--- src/rtl/dbglink_pkg.sv ---
package dbglink_pkg;

   // Link classifier states
   typedef enum logic [1:0] {
      LK_IDLE  = 2'd0,   // line high, waiting for host falling edge
      LK_LOW   = 2'd1,   // measuring a low pulse
      LK_SYNCW = 2'd2,   // SYNC seen, waiting for release (no limit)
      LK_RESP  = 2'd3    // driving the response pulse
   } lk_state_e;

   // Bits needed to hold values 0..lim
   function automatic int unsigned cnt_width(input int unsigned lim);
      return (lim < 2) ? 1 : $clog2(lim + 1);
   endfunction

endpackage

--- src/rtl/dbglink_sync.sv ---
module dbglink_sync #(
   parameter int unsigned STAGES = 2
) (
   input  logic clk,
   input  logic rst_n,
   input  logic line_raw,
   output logic lvl,
   output logic fall,
   output logic rise
);
   // pipe[STAGES-1] is the synchronized level, pipe[STAGES] its previous value
   logic [STAGES:0] pipe_q;

   generate
      if (STAGES < 2) begin : g_bad_stages
         $error("dbglink_sync: STAGES must be at least 2");
      end
   endgenerate

   always_ff @(posedge clk or negedge rst_n) begin
      if (!rst_n) pipe_q <= '1;
      else        pipe_q <= {pipe_q[STAGES-1:0], line_raw};
   end

   assign lvl  = pipe_q[STAGES-1];
   assign fall = pipe_q[STAGES] & ~pipe_q[STAGES-1];
   assign rise = ~pipe_q[STAGES] & pipe_q[STAGES-1];

endmodule

--- src/rtl/dbglink_classify.sv ---
module dbglink_classify
   import dbglink_pkg::*;
#(
   parameter int unsigned LOW_LIM         = 128,
   parameter int unsigned RESP_LEN        = 128,
   parameter bit          RESP_DRIVE_HIGH = 1'b1
) (
   input  logic clk,
   input  logic rst_n,
   input  logic lvl,
   input  logic fall,
   input  logic rise,
   output logic bit_start,
   output logic bit_done,
   output logic sync_enter,
   output logic sync_wait,
   output logic drv_en,
   output logic drv_val
);
   localparam int unsigned LW = cnt_width(LOW_LIM);
   localparam int unsigned RW = cnt_width(RESP_LEN);
   localparam logic [LW-1:0] LOW_MAX   = LW'(LOW_LIM);
   localparam logic [RW-1:0] RESP_LAST = RESP_DRIVE_HIGH ? RW'(RESP_LEN) : RW'(RESP_LEN - 1);

   generate
      if (LOW_LIM < 2) begin : g_bad_low
         $error("dbglink_classify: LOW_LIM must be at least 2");
      end
      if (RESP_LEN < 2) begin : g_bad_resp
         $error("dbglink_classify: RESP_LEN must be at least 2");
      end
   endgenerate

   lk_state_e       state_q, state_d;
   logic [LW-1:0]   low_q;    // low cycles already seen in this pulse
   logic [RW-1:0]   resp_q;   // response cycle index

   always_comb begin
      state_d    = state_q;
      bit_done   = 1'b0;
      sync_enter = 1'b0;
      unique case (state_q)
         LK_IDLE: begin
            if (fall) state_d = LK_LOW;
         end
         LK_LOW: begin
            if (lvl) begin
               state_d  = LK_IDLE;
               bit_done = 1'b1;
            end else if (low_q == LOW_MAX) begin
               state_d    = LK_SYNCW;
               sync_enter = 1'b1;
            end
         end
         LK_SYNCW: begin
            if (rise) state_d = LK_RESP;
         end
         LK_RESP: begin
            if (resp_q == RESP_LAST) state_d = LK_IDLE;
         end
         default: state_d = LK_IDLE;
      endcase
   end

   always_ff @(posedge clk or negedge rst_n) begin
      if (!rst_n) state_q <= LK_IDLE;
      else        state_q <= state_d;
   end

   // Saturating low-time counter
   always_ff @(posedge clk or negedge rst_n) begin
      if (!rst_n) begin
         low_q <= '0;
      end else if (state_q == LK_IDLE && fall) begin
         low_q <= LW'(1);
      end else if (state_q == LK_LOW && !lvl && low_q != LOW_MAX) begin
         low_q <= low_q + 1'b1;
      end
   end

   // Response cycle counter
   always_ff @(posedge clk or negedge rst_n) begin
      if (!rst_n) begin
         resp_q <= '0;
      end else if (state_q == LK_SYNCW && rise) begin
         resp_q <= '0;
      end else if (state_q == LK_RESP && resp_q != RESP_LAST) begin
         resp_q <= resp_q + 1'b1;
      end
   end

   assign bit_start = fall && (state_q == LK_IDLE);
   assign sync_wait = (state_q == LK_SYNCW);
   assign drv_en    = (state_q == LK_RESP);

   generate
      if (RESP_DRIVE_HIGH) begin : g_speedup
         assign drv_val = drv_en && (resp_q == RESP_LAST);
      end else begin : g_release_only
         assign drv_val = 1'b0;
      end
   endgenerate

endmodule

--- src/rtl/dbglink_wdog.sv ---
module dbglink_wdog
   import dbglink_pkg::*;
#(
   parameter int unsigned LIM = 512
) (
   input  logic clk,
   input  logic rst_n,
   input  logic arm,      // (re)start counting at 1
   input  logic cancel,   // stop without expiry
   input  logic clr,      // stop after soft reset
   input  logic hold,     // pause counting and expiry
   output logic armed,
   output logic expire
);
   localparam int unsigned CW = cnt_width(LIM);
   localparam logic [CW-1:0] CMAX = CW'(LIM);

   generate
      if (LIM < 2) begin : g_bad_lim
         $error("dbglink_wdog: LIM must be at least 2");
      end
   endgenerate

   logic [CW-1:0] cnt_q;

   always_ff @(posedge clk or negedge rst_n) begin
      if (!rst_n) begin
         armed <= 1'b0;
         cnt_q <= '0;
      end else if (arm) begin
         armed <= 1'b1;
         cnt_q <= CW'(1);
      end else if (cancel || clr) begin
         armed <= 1'b0;
      end else if (armed && !hold && cnt_q != CMAX) begin
         cnt_q <= cnt_q + 1'b1;
      end
   end

   assign expire = armed && !hold && !arm && !cancel && (cnt_q == CMAX);

endmodule

--- src/rtl/dbglink_tmon.sv ---
module dbglink_tmon #(
   parameter int unsigned SYNC_STAGES     = 2,
   parameter int unsigned LOW_LIM         = 128,
   parameter int unsigned RESP_LEN        = 128,
   parameter bit          RESP_DRIVE_HIGH = 1'b1,
   parameter int unsigned IDLE_LIM        = 512,
   parameter int unsigned RD_LIM          = 512,
   parameter int unsigned BCNT_W          = 6
) (
   input  logic              clk,
   input  logic              rst_n,
   input  logic              line_in,
   input  logic              hs_en,
   input  logic              rd_ready,
   input  logic              rd_taken,
   input  logic              cmd_done,
   output logic              bit_start,
   output logic              sync_det,
   output logic              drv_en,
   output logic              drv_val,
   output logic              soft_rst,
   output logic [BCNT_W-1:0] bit_cnt,
   output logic              rd_pend
);
   generate
      if (BCNT_W < 1) begin : g_bad_bcnt
         $error("dbglink_tmon: BCNT_W must be at least 1");
      end
   endgenerate

   logic lvl, fall, rise;
   logic bit_done, sync_enter;
   logic idle_armed, idle_exp, rd_exp;

   dbglink_sync #(.STAGES(SYNC_STAGES)) u_sync (
      .clk      (clk),
      .rst_n    (rst_n),
      .line_raw (line_in),
      .lvl      (lvl),
      .fall     (fall),
      .rise     (rise)
   );

   dbglink_classify #(
      .LOW_LIM         (LOW_LIM),
      .RESP_LEN        (RESP_LEN),
      .RESP_DRIVE_HIGH (RESP_DRIVE_HIGH)
   ) u_cls (
      .clk        (clk),
      .rst_n      (rst_n),
      .lvl        (lvl),
      .fall       (fall),
      .rise       (rise),
      .bit_start  (bit_start),
      .bit_done   (bit_done),
      .sync_enter (sync_enter),
      .sync_wait  (sync_det),
      .drv_en     (drv_en),
      .drv_val    (drv_val)
   );

   dbglink_wdog #(.LIM(IDLE_LIM)) u_idle (
      .clk    (clk),
      .rst_n  (rst_n),
      .arm    (bit_start),
      .cancel (sync_enter | cmd_done),
      .clr    (soft_rst),
      .hold   (1'b0),
      .armed  (idle_armed),
      .expire (idle_exp)
   );

   dbglink_wdog #(.LIM(RD_LIM)) u_rd (
      .clk    (clk),
      .rst_n  (rst_n),
      .arm    (rd_ready),
      .cancel (rd_taken),
      .clr    (soft_rst),
      .hold   (hs_en),
      .armed  (rd_pend),
      .expire (rd_exp)
   );

   assign soft_rst = idle_exp | rd_exp;

   // Saturating count of received bits; any abort wins over a new bit
   always_ff @(posedge clk or negedge rst_n) begin
      if (!rst_n) begin
         bit_cnt <= '0;
      end else if (soft_rst || cmd_done || sync_enter) begin
         bit_cnt <= '0;
      end else if (bit_done && bit_cnt != '1) begin
         bit_cnt <= bit_cnt + 1'b1;
      end
   end

   logic unused_armed;
   assign unused_armed = idle_armed;

endmodule

--- config.mk ---
export PLATFORM = sky130hd
export DESIGN_NAME = dbglink_tmon
export DESIGN_NICKNAME = d
export VERILOG_FILES = /design/src/rtl/dbglink_pkg.sv /design/src/rtl/dbglink_sync.sv /design/src/rtl/dbglink_classify.sv /design/src/rtl/dbglink_wdog.sv /design/src/rtl/dbglink_tmon.sv
export SDC_FILE = /design/constraint.sdc
export NUM_CORES = 1
export LEC_CHECK = 0
export ABC_AREA = 1
export BUFFER_PORTS_ARGS = -buffer_cell sky130_fd_sc_hd__buf_4
export CORE_MARGIN = 2
export CORE_UTILIZATION = 30
export DETAILED_ROUTE_END_ITERATION = 12
export PLACE_DENSITY = 0.57
export SLEW_MARGIN = 20
export SYNTH_ARGS = -nofsm -noshare
export SYNTH_HDL_FRONTEND = slang
export SYNTH_SLANG_ARGS = --single-unit
--- constraint.sdc ---
create_clock -name clk -period 1.95 [get_ports clk]
set_clock_uncertainty 0.15 [all_clocks]
set_input_delay 0.585 -clock clk [delete_from_list [all_inputs] [get_ports clk]]
set_output_delay 0.585 -clock clk [all_outputs]
set_load 0.01 [all_outputs]
# Word level (Yosys, flattened, before mapping)
# Index checks and enable logic that the tools add are counted.
dict set report word_totals {
  register_bits 49
  word_cells 102
}
dict set report classes {
  n_addsub 5
  eq_ne 18
  muxes 27
  n_bitwise 6
  reduce_logical 37
}
# op n
set ops {}
lappend ops {{2-to-1 mux 10 bit} 6}
lappend ops {{2-to-1 mux 8 bit} 4}
lappend ops {{adder 10 x 1 -> 10 bit, second input constant} 2}
lappend ops {{== test 10 bit, second input constant} 2}
lappend ops {{!= test 10 bit, second input constant} 2}
lappend ops {{adder 8 x 1 -> 8 bit, second input constant} 2}
lappend ops {{== test 8 bit, second input constant} 2}
lappend ops {{logical AND 1 bit} 16}
lappend ops {{!= test 8 bit, second input constant} 2}
lappend ops {{nonzero test 2 bit} 7}
lappend ops {{2-to-1 mux 6 bit} 2}
lappend ops {{2-to-1 mux 2 bit} 5}
lappend ops {{2-to-1 mux 1 bit} 9}
lappend ops {{case mux 2 bit (4 select lines)} 1}
lappend ops {{adder 6 x 1 -> 6 bit, second input constant} 1}
lappend ops {{zero test 1 bit} 6}
lappend ops {{!= test 2 x 1 -> 1 bit, second input constant} 3}
lappend ops {{!= test 6 bit, second input constant} 1}
lappend ops {{== test 2 bit, second input constant} 2}
lappend ops {{logical OR 1 bit} 4}
lappend ops {{!= test 2 bit, second input constant} 2}
lappend ops {{AND reduction 2 bit} 2}
lappend ops {{AND reduction 4 bit} 1}
lappend ops {{!= test 3 x 2 -> 1 bit, second input constant} 1}
lappend ops {{other kinds (5)} 8}

# Longest topological paths before layout
dict set report depth {
  word_depth 12
  ltp_mapped 12
  mapped_depth_nobuf 12
}

# Modules after synthesis
# Synthesis repeated with hierarchy kept, for this count alone.
dict set report hier_totals {
  hier_cells 436
  hier_area_um2 3101.7
}
# mod instances cells_each area_each_um2 seq_area_each_um2
set by_module_without_submodules {}
lappend by_module_without_submodules {dbglink_wdog 2 100 706.9 275.3}
lappend by_module_without_submodules {dbglink_classify 1 169 1167.4 450.4}
lappend by_module_without_submodules {dbglink_tmon 1 60 426.7 150.1}
lappend by_module_without_submodules {dbglink_sync 1 7 93.8 78.8}

# Worst setup path after synthesis
# OpenSTA, ideal clock, no wires.
dict set report synth_timing {
  path_kind {input-to-output}
  from {input port hs_en}
  to {output port soft_rst}
  t_arrival_ps 1249
  required_ps 1215
  slack_ps -34
  cell_stages 4
  cell_sequence {or2_0 inv_1 nand4_4 nand2_1}
}
dict set report synth_between {
  elab_chain_len 6
}
# element line
set synth_rtl {}
lappend synth_rtl {{from (decl)} dbglink_tmon.sv:13} ;# input logic hs_en,
lappend synth_rtl {{zero test 1 bit} dbglink_wdog.sv:40} ;# assign expire = armed && !hold && !arm && !cancel && (cnt_q == CMAX);
lappend synth_rtl {{logical AND 1 bit (4 in a row)} dbglink_wdog.sv:40}
lappend synth_rtl {{bitwise OR 1 bit} dbglink_tmon.sv:84} ;# assign soft_rst = idle_exp | rd_exp;
lappend synth_rtl {{to (decl)} dbglink_tmon.sv:21} ;# output logic soft_rst,
# Every way passes these cells.

# Final worst setup path
dict set report layout_timing {
  from {register u_idle.cnt_q[1]}
  to {output port soft_rst}
}
dict set report layout_between {
  elab_chain_len 3
}
# element line
set layout_rtl {}
lappend layout_rtl {{from (decl)} dbglink_wdog.sv:24} ;# logic [CW-1:0] cnt_q;
lappend layout_rtl {{from (signal assigned)} dbglink_wdog.sv:36} ;# cnt_q <= cnt_q + 1'b1;
lappend layout_rtl {{== test 10 bit} dbglink_wdog.sv:40}
lappend layout_rtl {{logical AND 1 bit} dbglink_wdog.sv:40}
lappend layout_rtl {{bitwise OR 1 bit} dbglink_tmon.sv:84}
# Every way passes these cells.

==> key figures <==
Setup path
  – Reg2reg setup slack: 0.02 ns
  – Critical Path RT: approximately 1.2 ns
  – Crit path to: soft_rst
  – Critical path class: register to output pin
  – Reg-to-Reg Start: u_idle.cnt_q[1]$_DFFE_PN0P_
  – Setup crit end kind: output pin
  – Worst Path Arrival: between 1.5 and 2 ns
  – CP Launch Type: register
  – CP startpoint: u_idle.cnt_q[1]$_DFFE_PN0P_
  – Worst reg-to-reg path cell count: 12
  – Crit path max fanout: 2
  – Reg-to-reg endpoint: u_idle.cnt_q[9]$_DFFE_PN0P_

Layout
  – Inserted Diodes: 0
  – Fillers: 992
  – Most frequent cells in the layout: nand2_1 (76), buf_4 (70), nor2_1 (45), dfrtp_1 (45), nand3_1 (41)
  – Most common cell after layout, fill and taps aside: nand2_1
  – Area delta synth->final: 33.17%
  – Ratio of cells with drive above 1 in the final layout: 31.58%
  – Nets@finish: 471

Routing
  – Wirelength, routed: 6.679 mm
  – DR WL/cell: 11.34 um
  – ANT nets after route: 0
  – Drt drc: 0
  – Via-per-instance ratio: 4.438
  – Via count: 2614
  – TritonRoute pass-1 iters: 4
  – Iteration-0 DRC Markers: 69

Synthesis
  – Simple-gate area share of the yosys netlist: 35.65%
  – Largest family of logic cells by synthesized area: simple AND/OR/NAND/NOR gates
  – Compound-Gate Fraction of Synth Area: between 5 and 6%
  – Post-synth EDFFs: 0
  – Sequential area share after synthesis: 41.37%
  – Synth warnings: 0
  – Synth Flop Type: dfrtp_1
  – #FFs+latches synth: 49
  – Multiplexer area fraction after synthesis: 0%
  – Synthesized Nets: roughly 400
  – Mapped cell area: between 0.002 and 0.003 sq mm
  – XOR/XNOR share of the synthesized area: 5.892%
  – Yosys cell types: 34
  – Synthesized area per cell: 7.907 sq um
  – Post-synthesis adder-cell area fraction: under 10%
  – Mapped Cells: 376
  – Ys async rst share: 100.0%

Global routing
  – Largest net degree at the start of global routing: 19
  – Gr ovfl total: 0
  – Initial antenna violation count: 0
  – Vias in the first global route: between 2000 and 3000
  – Gr usage total: 12.44%
  – Global-route wire length before repair: 11.12 mm

STA
  – Max Fclk: 439.6 MHz
  – Count of pins over their slew limit: 0
  – RSZ-0062 raised after global routing: yes
  – Worst slew margin: 69.68%
  – Final min period: 2.275 ns
  – Total Neg Setup Slack: -0.4390 ns
  – Worst Max-Slew Pin Slew: around 0.45 ns
  – Final setup viols: 3
  – Period utilization: 116.7%
  – Final Hold Vio Count: 1
  – Fin worst setup slack: -0.3249 ns
  – Hold slack: -0.0006860 ns

CTS
  – Clk sinks: slightly below 50
  – Clock latency on the worst-skew pair: 0.30 ns
  – Clock Root Buffer: clkbuf_8
  – Cts hold-fix bufs: 0
  – CTS tree: done
  – H-tree depth: 2
  – Reg clk slew, reported paths: roughly 0.090 ns
  – Num CTS Buffers: 5
  – Clock tree buffer depth: 2

Die
  – Core Region: 0.009684 sq mm
  – Die ar.: 0.01072 sq mm
  – Chip Width: 103.5 um
  – Die Ht: 103.5 um
  – I/O pin cnt: 19
  – Row count: 36
  – Starting Density: a little under a third

Run
  – Total of max-cap violations: 0

Run status
  – Failing checks: negative hold slack, negative setup slack
  – Outcome: finished with violations

Power
  – VDD IR max: around 350 uV
  – Pwr/cell area: 909.1 mW/mm^2
  – LEAKAGE: approximately 1.9 nW

Hold path
  – Worst min path class: input pin to async pin

Placement
  – Detail Placement HPWL: approximately 4.7 mm
  – Buffers on Ports: 18
  – Routability cong.: 0.8145
  – Pre-CTS setup slack: -0.09264 ns
kinds of logic after synthesis:
| kind of cell | after synthesis |
|---|---|
| AND/OR/NAND/NOR | 215 |
| buffers and inverters | 55 |
| flip-flops | 49 |
| AO/OA/AOI/OAI | 28 |
| XOR/XNOR | 20 |
| adder cells (fa/ha/maj) | 9 |
synth_stat cells, types with 3 or more instances:
cell type	count	area share, %
nor3_2	4	1.3
nand2_2	5	1.1
inv_2	4	0.50
nand3_1	45	7.6
a21oi_1	9	1.5
dfrtp_1	46	39
xnor2_1	5	1.5
nor3_1	11	1.9
nand4_4	3	2.1
buf_6	3	1.1
nand2_1	79	10
inv_1	44	5.6
o21ai_0	12	2.0
nor2_1	50	6.3
dfstp_2	3	2.7
xor2_1	15	4.4
ha_1	9	3.8
nand4_1	5	1.1
report_power, final:
part	switching (mW)	internal (mW)	total, mW
Combinational	0.920	0.774	1.69
Clock	0.315	0.256	0.571
Sequential	0.143	1.19	1.33
layout make-up:
type                            count  area, sq um  area share, %
Clock buffer                        8        80.08          2.023
Sequential cell                    49         1231          31.10
Inverter                           48        185.2          4.678
Timing Repair Buffer               77        613.1          15.49
Tap cell                          133        166.4          4.204
Multi-Input combinational cell    274         1683          42.51
registers in the layout, indices dropped and copies added (netlist names), named ones only:
name and cells:
bit_cnt 6, u_cls.low_q 8, u_cls.resp_q 8, u_cls.state_q 1
u_idle.armed 1, u_idle.cnt_q 10, u_rd.armed 1, u_rd.cnt_q 10
u_sync.pipe_q 3
worst max-delay path, stage by stage, from the launching register on:
cell and delay, ns:
dfrtp_1 0.39, inv_2 0.08, ha_4 0.14, nand2_2 0.04, nor2_2 0.11, nand3_2 0.12
nor2_4 0.15, nand2_4 0.06, nand2_2 0.06, buf_6 0.10
worst min path at each step:
stage                                      end  slack [ns]  cells past startpoint
global route            bit_cnt[1]$_DFFE_PN0P_       0.004                      1
CTS                     bit_cnt[1]$_DFFE_PN0P_       0.004                      1
detailed placement  u_sync.pipe_q[1]$_DFF_PN1_        0.21                      0
finish                  bit_cnt[1]$_DFFE_PN0P_     -0.0007                      1
global placement    u_sync.pipe_q[1]$_DFF_PN1_        0.21                      0
floorplan                            async pin        0.14                      0
what timing repair did:
| item | 4_1_cts | 5_1_grt |
|---|---|---|
| setup buffers | 12 | 7 |
| endpoints found under the setup margin | 3 | 22 |
| gates resized for setup | 21 | 25 |
| pin swaps | 8 | 13 |
| gates cloned | 0 | 2 |
metrics by stage:
step / hold slack, ns / util [%] / instances / total power [mW] / cell area [sq um]
after CTS: 0.003712 / 39.28 / 583 / 3.447 / 3804
after global routing: 0.003983 / 40.88 / 589 / 3.878 / 3959
after global placement: 0.2061 / 36.83 / 563 / 2.602 / 3567
final: -0.0006860 / 40.88 / 589 / 3.599 / 3959
after detailed placement: 0.2062 / 36.83 / 563 / 2.635 / 3567
after floorplan: 0.1394 / - / 376 / 2.127 / 2985
per-layer routing:
metal  global-route usage [%]  wire, um  part of all wire (%)
met1                    16.26      3317                    50
met4                    3.571        58                  0.87
met5                        0         0                     0
met2                    21.29      3163                    47
met3                    2.014       140                   2.1
Note: power is estimated with default switching activity, not from simulation.
